`src/rtl/pollDmaPkg.sv`:
```
package pollDmaPkg;
  parameter int SYS_AW     = 23;
  parameter int OFF_W      = 20;
  parameter int LEN_W      = 13;
  parameter int DATA_W     = 32;
  parameter int MAX_LEN    = 4096;
  parameter int WIN_BITS   = 15;
  parameter int GAP_BITS   = 3;
  parameter int POLL_SHIFT = 9;
  parameter int ALIGN_BITS = 11;

  localparam int WIN_BYTES = 1 << WIN_BITS;
  localparam int SUM_W     = WIN_BITS + 2;

  typedef enum logic [1:0] {ENG_IDLE, ENG_REQ, ENG_RUN} engState_t;

  typedef struct packed {
    logic loadReq;   // latch address and length for a new fetch
    logic respBusy;  // the current read answers "refused"
    logic setErr;    // boundary or length fault seen
    logic respond;   // a read is being answered
  } ctrlStrobes_t;
endpackage

```
`src/rtl/pollDmaPath.sv`:
```
module pollDmaPath
  import pollDmaPkg::*;
(
  input  logic                clk,
  input  logic                rstN,
  input  logic [OFF_W-1:0]    pollOff,
  input  logic [LEN_W-1:0]    pollLen,
  input  ctrlStrobes_t        strobes,
  input  logic                dmaReq,
  output logic                badReq,
  output logic [DATA_W-1:0]   rdData,
  output logic [SYS_AW-1:0]   dmaAddr,
  output logic [LEN_W-1:0]    dmaLen,
  output logic                errFlag
);
  localparam int LOW_FIELD_W  = WIN_BITS - ALIGN_BITS;
  localparam int HIGH_FIELD_W = SYS_AW - WIN_BITS;

  logic [SYS_AW-1:0] sysAddr;
  logic [SUM_W-1:0]  endPos;
  logic              crossWin;
  logic              tooLong;

  // Collapse the remap: undo the poll shift, then close the gap above the window.
  always_comb begin
    sysAddr = '0;
    sysAddr[WIN_BITS-1:ALIGN_BITS] =
      pollOff[WIN_BITS-POLL_SHIFT-1 -: LOW_FIELD_W];
    sysAddr[SYS_AW-1:WIN_BITS] =
      pollOff[WIN_BITS+GAP_BITS-POLL_SHIFT +: HIGH_FIELD_W];
  end

  assign endPos   = SUM_W'(sysAddr[WIN_BITS-1:0]) + SUM_W'(pollLen);
  assign crossWin = endPos > SUM_W'(WIN_BYTES);
  assign tooLong  = int'(pollLen) > MAX_LEN;
  assign badReq   = crossWin || tooLong;

  always_ff @(posedge clk) begin
    if (!rstN) begin
      rdData  <= '0;
      dmaAddr <= '0;
      dmaLen  <= '0;
      errFlag <= 1'b0;
    end else begin
      if (strobes.respond) rdData <= DATA_W'(strobes.respBusy);
      if (strobes.loadReq) begin
        dmaAddr <= sysAddr;
        dmaLen  <= pollLen;
      end
      if (strobes.setErr) errFlag <= 1'b1;
    end
  end

  AST_REQ_STABLE: assert property (@(posedge clk) disable iff (!rstN)
    (dmaReq && !strobes.loadReq) |=> ($stable(dmaAddr) && $stable(dmaLen))) else $error("request fields changed");

  AST_REQ_IN_WINDOW: assert property (@(posedge clk) disable iff (!rstN)
    dmaReq |-> ((SUM_W'(dmaAddr[WIN_BITS-1:0]) + SUM_W'(dmaLen)) <= SUM_W'(WIN_BYTES)) && (int'(dmaLen) <= MAX_LEN)) else $error("illegal fetch issued");

  AST_ERR_STICKY: assert property (@(posedge clk) disable iff (!rstN)
    errFlag |=> errFlag) else $error("error flag dropped");

  AST_STATUS_RANGE: assert property (@(posedge clk) disable iff (!rstN)
    (rdData >> 1) == '0) else $error("status has stray bits");
endmodule

```
`src/rtl/pollDmaCtrl.sv`:
```
module pollDmaCtrl
  import pollDmaPkg::*;
(
  input  logic         clk,
  input  logic         rstN,
  input  logic         pollRd,
  input  logic         badReq,
  input  logic         dmaAck,
  input  logic         dmaDone,
  output ctrlStrobes_t strobes,
  output logic         rdValid,
  output logic         dmaReq
);
  engState_t state, stateNext;
  logic      engineFree;
  logic      accept;

  // A completion in the same cycle frees the engine before the read is judged.
  assign engineFree = (state == ENG_IDLE) || (state == ENG_RUN && dmaDone);
  assign accept     = pollRd && engineFree && !badReq;

  always_comb begin
    strobes.loadReq  = accept;
    strobes.respBusy = pollRd && !accept;
    strobes.setErr   = pollRd && badReq;
    strobes.respond  = pollRd;
  end

  always_comb begin
    stateNext = state;
    if (accept) stateNext = ENG_REQ;
    else begin
      unique case (state)
        ENG_REQ: if (dmaAck)  stateNext = ENG_RUN;
        ENG_RUN: if (dmaDone) stateNext = ENG_IDLE;
        default: stateNext = state;
      endcase
    end
  end

  always_ff @(posedge clk) begin
    if (!rstN) begin
      state   <= ENG_IDLE;
      rdValid <= 1'b0;
    end else begin
      state   <= stateNext;
      rdValid <= pollRd;
    end
  end

  assign dmaReq = (state == ENG_REQ);

  AST_RD_ANSWER: assert property (@(posedge clk) disable iff (!rstN)
    pollRd |=> rdValid) else $error("read not answered");

  AST_REQ_HOLD: assert property (@(posedge clk) disable iff (!rstN)
    (dmaReq && !dmaAck) |=> dmaReq) else $error("request dropped early");

  AST_REQ_FROM_READ: assert property (@(posedge clk) disable iff (!rstN)
    $rose(dmaReq) |-> $past(pollRd)) else $error("request without read");

  AST_BUSY_NO_LAUNCH: assert property (@(posedge clk) disable iff (!rstN)
    (pollRd && dmaReq) |=> !strobes.loadReq || state == ENG_REQ) else $error("launch while busy");

  AST_STATE_LEGAL: assert property (@(posedge clk) disable iff (!rstN)
    state != 2'b11) else $error("illegal state");
endmodule

```
`src/rtl/pollDmaLauncher.sv`:
```
module pollDmaLauncher
  import pollDmaPkg::*;
(
  input  logic              clk,
  input  logic              rstN,
  input  logic              pollRd,
  input  logic [OFF_W-1:0]  pollOff,
  input  logic [LEN_W-1:0]  pollLen,
  output logic              rdValid,
  output logic [DATA_W-1:0] rdData,
  output logic              dmaReq,
  output logic [SYS_AW-1:0] dmaAddr,
  output logic [LEN_W-1:0]  dmaLen,
  input  logic              dmaAck,
  input  logic              dmaDone,
  output logic              errFlag
);
  ctrlStrobes_t strobes;
  logic         badReq;

  pollDmaCtrl i_ctrl (
    .clk(clk), .rstN(rstN), .pollRd(pollRd), .badReq(badReq),
    .dmaAck(dmaAck), .dmaDone(dmaDone), .strobes(strobes),
    .rdValid(rdValid), .dmaReq(dmaReq)
  );

  pollDmaPath i_path (
    .clk(clk), .rstN(rstN), .pollOff(pollOff), .pollLen(pollLen),
    .strobes(strobes), .dmaReq(dmaReq), .badReq(badReq), .rdData(rdData),
    .dmaAddr(dmaAddr), .dmaLen(dmaLen), .errFlag(errFlag)
  );
endmodule

```
`config.mk`:
```
export PLATFORM = sky130hd
export DESIGN_NAME = pollDmaLauncher
export DESIGN_NICKNAME = d
export VERILOG_FILES = /design/src/rtl/pollDmaPkg.sv /design/src/rtl/pollDmaPath.sv /design/src/rtl/pollDmaCtrl.sv /design/src/rtl/pollDmaLauncher.sv
export SDC_FILE = /design/constraint.sdc
export NUM_CORES = 1
export LEC_CHECK = 0
export BUFFER_PORTS_ARGS = -buffer_cell sky130_fd_sc_hd__buf_2
export CAP_MARGIN = 20
export CORE_MARGIN = 5
export CORE_UTILIZATION = 37
export CTS_CLUSTER_SIZE = 20
export DETAILED_ROUTE_END_ITERATION = 8
export GPL_TIMING_DRIVEN = 0
export PLACE_DENSITY = 0.72
export SKIP_LAST_GASP = 1
export SYNTH_ARGS = -nofsm -noshare
export SYNTH_HDL_FRONTEND = slang
export SYNTH_SLANG_ARGS = --single-unit
```
`constraint.sdc`:
```
create_clock -name clk -period 6.6 [get_ports clk]
set_clock_uncertainty 0.1 [all_clocks]
set_input_delay 0.99 -clock clk [delete_from_list [all_inputs] [get_ports clk]]
set_output_delay 0.99 -clock clk [all_outputs]
set_load 0.01 [all_outputs]
```
==> results of run 1 <==
==> final cells by class <==
| class | count | share of cell area [%] |
|---|---|---|
| inverter | 5 | 0.833 |
| clock buffer | 7 | 3.83 |
| clock inverter | 1 | 0.222 |
| multi-input combinational | 143 | 35.6 |
| tap | 52 | 2.89 |
| sequential | 30 | 26.7 |
| buffer | 51 | 17.3 |
| timing repair buffer | 57 | 12.7 |
==> final timing paths <==
path | startpoint | to | slack [ns] | cells after the start
hold / removal | i_path.dmaAddr[14]$_SDFFE_PN0P_ | i_path.dmaAddr[14]$_SDFFE_PN0P_ | 0.35 | 2
setup reg to reg | i_ctrl.state[1]$_SDFFE_PP0P_ | i_path.dmaLen[10]$_SDFFE_PN0P_ | 5.16 | 6
hold reg to reg | i_path.dmaAddr[14]$_SDFFE_PN0P_ | i_path.dmaAddr[14]$_SDFFE_PN0P_ | 0.35 | 2
setup / recovery | pollLen[11] | i_path.dmaLen[10]$_SDFFE_PN0P_ | 3.65 | 10
==> power by group through the flow <==
| stage | Clock (µW) | Combinational, µW | Sequential [µW] |
|---|---|---|---|
| 2_1_floorplan | 0 | 58.5 | 202 |
| 3_3_place_gp | 0 | 87.7 | 198 |
| 3_5_place_dp | 0 | 88.7 | 198 |
| 4_1_cts | 154 | 88.9 | 194 |
| 5_1_grt | 161 | 99.4 | 195 |
| 6_report | 149 | 88.9 | 194 |
==> synthesized netlist by cell type, drive strengths merged <==
master  count  area [µm²]
ha          2        25.0
nand2      52         195
nand4b      1        8.76
and2        1        6.26
nor2        2        7.51
nand3       1        5.00
o21a        4        30.0
a21oi       1        5.00
inv         5        18.8
buf        45         367
conb        1        3.75
mux2i      25         250
dfxtp      30         601
nor3        1        5.00
nor2b       1        6.26
clkbuf      6        22.5
a21boi      2        15.0
a211oi      1        12.5
o21ai       2        10.0
nand2b      1        6.26
fa          1        20.0
o41a        1        11.3
nor4        2        25.0
==> sequential cells by signal (all words and copies together), names as in the netlist <==
signal	cells
i_path.dmaLen	13
i_path.errFlag	1
i_path.dmaAddr	12
i_ctrl.rdValid	1
i_path.rdData	1
i_ctrl.state	2
==> logic make-up after synthesis <==
logic type / after synthesis
other cells: 1
simple gates: 62
mux: 25
buf+inv: 56
compound gates: 11
flops: 30
fa+ha+maj: 3
==> stage by stage <==
stage | utilization [%] | cell area [µm²] | power (µW) | hold WS, ns
floorplan | - | 1810 | 261 | 0.370
global placement | 49.6 | 2160 | 286 | 0.339
detailed placement | 49.6 | 2160 | 287 | 0.344
CTS | 51.7 | 2250 | 437 | 0.356
global route | 51.7 | 2250 | 456 | 0.373
finish | 51.7 | 2250 | 432 | 0.351
==> routing by layer <==
layer  up-vias  GRT usage, %  wire [µm]
met2        58          20.8       1720
met5         -             0          0
met1       580          14.5       1510
li1        725             -          -
met3         7          5.50        388
met4         0          4.72         52
==> worst reg2reg max path: cells and delay by family, from the launching register on <==
family / cells / cell delay, ns
buffers and inverters: 2 / 0.37
flip-flops: 1 / 0.33
AND/OR/NAND/NOR: 2 / 0.21
multiplexers: 1 / 0.19
AO/OA/AOI/OAI: 1 / 0.18
==> impl_metrics.py, run 1 <==
metrics = {
    "final_layout": {
        "fill_cells": 441,
        "layout_commonest_cell": "buf_2",
        "diodes": 0,
        "area_growth_pct": 36.0,
        "finalNetCount": 334,
        "multi_input_area_um2": 802,
        "drive_gt1_share_pct": 38.1,
        "seqCellArea_um2": 601,
        "fin_cells": 346,
        "mostFrequentLayoutCells": "buf_2 (57), nand2_1 (52), buf_4 (42), conb_1 (42), dfxtp_1 (30)",
    },
    "power_and_ir_drop": {
        "power_density_nw_per_um2": 192,
        "leakage_uw": 0.00119,
        "p_seq_share_pct": 45.0,
        "ir_worst_vdd_mv": 0.118,
        "pwr-share-comb_pct": 20.6,
        "p_int_uw": 318,
        "p_clk_share_pct": 34.4,
        "switching_share_pct": 26.4,
        "switchingPower_uw": 114,
    },
    "drt": {
        "avgRoutedWirePerCell_um": 10.6,
        "drc": 0,
        "viasPerCell": 3.96,
        "drtPass1Iterations": 4,
        "routed_wl_mm": 3.67,
        "drt_iter0_markers": 49,
        "drtAntennaViolNets": 0,
        "vias": 1370,
    },
    "floorplanning": {
        "core.rowCount": 24,
        "start_util_pct": 38.0,
        "die_w_um": 76.9,
        "die_h_um": 76.9,
        "io-pin-count": 109,
        "coreArea_um2": 4350,
        "die-area_um2": 5920,
    },
    "clock_network": {
        "cts_sinks": 30,
        "tritoncts": "built",
        "cts_resized": 0,
        "h-tree-depth": 2,
        "cts_buffers": 5,
        "hold_buffers": 0,
        "cts-root-buf": "clkbuf_8",
        "clkTransAtPathRegs_ns": 0.06,
        "cts_setup_buffers": 0,
        "clk_path_buf_depth": 2,
        "clk_latency_ns": 0.27,
    },
    "critical_path": {
        "crit_fanout": 10,
        "worst_path_largest_cell_delay_ns": 0.48,
        "critPathKind": "primary input to flop",
        "arrival_ns": 3.05,
        "crit_chain": "buf_2 -> ha_1 -> inv_1 -> fa_1 -> inv_1 -> o41a_1 -> a211oi_2 -> buf_6 -> buf_12 -> mux2i_1",
        "cp.required_ns": 6.70,
        "cpMaxStageDelayCell": "fa_1",
        "crit_family": "compound AO/OA/AOI/OAI gates",
        "crit_buf_inv": 5,
        "cp-start-kind": "primary input",
        "endpoint_kind": "flop",
        "crit_top_cell": "inv_1",
    },
    "synthesis": {
        "synth.area.mux_share_pct": 15.1,
        "ys_ff_latch": 30,
        "syn_avg_cell_area_um2": 8.81,
        "synthXorXnorAreaFrac_pct": 0,
        "yosys.area_share.simple_pct": 16.0,
        "synth-compound-area-share_pct": 5.06,
        "synthAdderAreaFrac_pct": 2.72,
        "ys_types": 25,
        "synthesis.area_um2": 1660,
        "seq_area_frac_synth_pct": 36.3,
        "synth_top_family_by_area": "buffers and inverters",
        "netlist_instances": 188,
        "yosys_warnings": 0,
    },
    "placed_design": {
        "place_ws_ns": 3.34,
        "port_buffers": 57,
        "numPlacedInstances": 338,
        "hpwl_mm": 2.98,
        "gp_congestion": 0.709,
    },
    "timing": {
        "max_freq_mhz": 339,
        "period_minus_slack_ns": 2.95,
        "setup_ws_ns": 3.65,
        "setup_viol": 0,
        "finalHoldViolations": 0,
        "drv_slew": 0,
        "setup_total_negative_slack_ns": 0,
        "period_share_pct": 44.7,
        "grt_setup_unrepaired": "false",
    },
    "grt": {
        "grt-ovfl-total": 0,
        "grt_max_degree": 11,
        "grt_pass1_vias": 1365,
        "grt_use_total_pct": 12.7,
        "grt_pass1_wl_mm": 6.11,
        "antenna_found_initial": 0,
    },
    "status": {
        "status": "completed",
    },
    "min_path": {
        "min-delay-path-class": "flop to flop",
    },
    "flow_run": {
        "drv_cap": 0,
    },
}
Power figures use the tool's default switching activity.
==> run 2, diff against run 1 <==
Settings changed: PLACE_DENSITY 0.72 to 0.75.
Clock period 6.6 ns to 2.4 ns, I/O delays scaled along.
==> run 2 against run 1 <==
  * Clock power increased to 3.3 times the previous value
  * Power rose to 3.0 times the previous value
  * First-iteration DRC count decreased by 24%
  * Worst hold slack got worse by 0.13 ns
  * Routed wire length decreased by 0.49%
  * Sequential power grew to 2.8 times the previous value
  * Cell area up 1.7%
  * Global-route usage is 0.12 points higher
  * Largest power group unchanged
  * Highest routed layer unchanged
==> impl_metrics.py, run 2 (same netlist as run 1, synthesis figures left out) <==
metrics = {
    "clock_network": {
        "tritoncts": "built",
        "cts_buffers": 5,
        "clk_latency_ns": 0.28,
        "hold_buffers": 0,
        "cts_resized": 0,
        "cts_sinks": 30,
        "cts-root-buf": "clkbuf_8",
        "h-tree-depth": 2,
        "clk_path_buf_depth": 2,
        "clkTransAtPathRegs_ns": 0.07,
        "cts_setup_buffers": 0,
    },
    "grt": {
        "grt_use_total_pct": 12.8,
        "grt_pass1_wl_mm": 6.15,
        "grt-ovfl-total": 0,
        "grt_pass1_vias": 1386,
        "grt_max_degree": 11,
        "antenna_found_initial": 0,
    },
    "min_path": {
        "min-delay-path-class": "primary input to flop",
        "min_from": "pollOff[9]",
        "whs_endpoint": "i_path.dmaAddr[15]$_SDFFE_PN0P_",
        "holdPathStages": 3,
    },
    "power_and_ir_drop": {
        "p_seq_share_pct": 41.8,
        "ir_worst_vdd_mv": 0.378,
        "p_clk_share_pct": 38.8,
        "p_int_uw": 951,
        "power_density_nw_per_um2": 558,
        "leakage_uw": 0.00121,
        "switching_share_pct": 25.6,
        "switchingPower_uw": 327,
        "pwr-share-comb_pct": 19.5,
    },
    "drt": {
        "vias": 1394,
        "drc": 0,
        "routed_wl_mm": 3.65,
        "drtPass1Iterations": 4,
        "drt_iter0_markers": 37,
        "drtAntennaViolNets": 0,
        "avgRoutedWirePerCell_um": 10.5,
        "viasPerCell": 4.02,
    },
    "final_layout": {
        "largest_register_ffs": 13,
        "final_util_pct": 52.6,
        "area_growth_pct": 38.2,
        "top_register": "i_path.dmaLen",
        "drive_gt1_share_pct": 38.6,
        "diodes": 0,
        "seqCellArea_um2": 601,
        "mostFrequentLayoutCells": "buf_2 (57), nand2_1 (52), buf_4 (42), conb_1 (42), dfxtp_1 (30)",
        "multi_input_area_um2": 802,
        "reg.largest.list": "i_path.dmaLen: 13 flops, i_path.dmaAddr: 12 flops, i_ctrl.state: 2 flops",
        "finalNetCount": 335,
        "fill_cells": 426,
        "layout_commonest_cell": "buf_2",
    },
    "placed_design": {
        "port_buffers": 57,
        "hpwl_mm": 2.99,
        "gp_congestion": 0.676,
    },
    "critical_path": {
        "cp.required_ns": 2.51,
        "crit_fanout": 10,
        "arrival_ns": 2.31,
        "reg2regPathDepth": 6,
        "cp-start-kind": "primary input",
        "critPathKind": "primary input to flop",
        "worstReg2RegEnd": "i_path.dmaLen[4]$_SDFFE_PN0P_",
        "endpoint_kind": "flop",
        "worstReg2RegStart": "i_ctrl.state[1]$_SDFFE_PP0P_",
        "r2r_slack_ns": 0.97,
    },
    "timing": {
        "finalHoldViolations": 0,
        "setup_viol": 0,
        "drv_slew": 0,
        "period_minus_slack_ns": 2.21,
        "max_freq_mhz": 453,
        "period_share_pct": 91.9,
        "grt_setup_unrepaired": "false",
        "setup_total_negative_slack_ns": 0,
    },
    "floorplanning": {
        "core.rowCount": 24,
        "coreArea_um2": 4350,
        "die_h_um": 76.9,
        "io-pin-count": 109,
        "start_util_pct": 38.0,
        "die_w_um": 76.9,
        "die-area_um2": 5920,
    },
    "status": {
        "status": "completed",
    },
    "flow_run": {
        "drv_cap": 0,
    },
}
## run 2: changes by cell type in the layout (fill, tap and decap cells not counted)
cell / previous run / this run
buf_12: 2 / 3
bufinv_16: 0 / 1
clkbuf_1: 7 / 6
clkbuf_8: 6 / 5
clkinv_2: 1 / 2
## run 2: power groups by stage
stage / sequential (µW) / clock [µW] / combinational [µW]
finish: 534 / 496 / 249
global placement: 544 / 0 / 241
global route: 537 / 530 / 279
CTS: 534 / 506 / 244
floorplan: 556 / 0 / 161
detailed placement: 545 / 0 / 244
## run 2: cell type report
cell class	instances	area share, %
well taps	52	2.84
plain buffers	51	17.0
repair buffers	58	13.3
clock inverters	3	1.75
clock buffers	5	3.01
flip-flops and latches	30	26.2
inverters	5	0.820
multi-input cells	143	35.0
## run 2: critical path, stage by stage
cell      delay [ns]
buf_2           0.12
ha_1            0.16
inv_1           0.05
fa_1            0.48
inv_1           0.04
o41a_1          0.43
a211oi_2        0.17
buf_6           0.17
buf_12          0.14
mux2i_1         0.19
## run 2: how the worst max path moves through the flow
stage                     start                               to  slack (ns)  depth (start not counted)
finish              pollLen[11]    i_path.dmaLen[4]$_SDFFE_PN0P_        0.19                         10
global route        pollLen[11]    i_path.dmaLen[8]$_SDFFE_PN0P_        0.03                         10
CTS                 pollLen[11]    i_path.dmaLen[4]$_SDFFE_PN0P_        0.08                         10
detailed placement  pollLen[11]    i_path.dmaLen[4]$_SDFFE_PN0P_       -0.21                         10
global placement    pollLen[11]  i_path.dmaAddr[20]$_SDFFE_PN0P_       -0.17                         10
floorplan            pollOff[2]  i_path.dmaAddr[13]$_SDFFE_PN0P_        0.05                          9
## run 2: per-layer routing
layer / vias up / wire (µm) / global-route usage (%)
met5: - / 0 / 0
met4: 0 / 75 / 5.94
met3: 9 / 397 / 5.04
met2: 60 / 1720 / 21.1
met1: 593 / 1460 / 14.3
li1: 732 / - / -
## run 2: metrics by stage
stage / cells / total power, µW / instance area (µm²) / setup slack [ns] / hold WS [ns]
floorplan: 229 / 717 / 1810 / 0.0534 / 0.370
global placement: 338 / 785 / 2160 / -0.165 / 0.339
detailed placement: 338 / 788 / 2160 / -0.212 / 0.345
CTS: 346 / 1280 / 2270 / 0.0777 / 0.209
global route: 347 / 1350 / 2290 / 0.0303 / 0.224
finish: 347 / 1280 / 2290 / 0.193 / 0.216
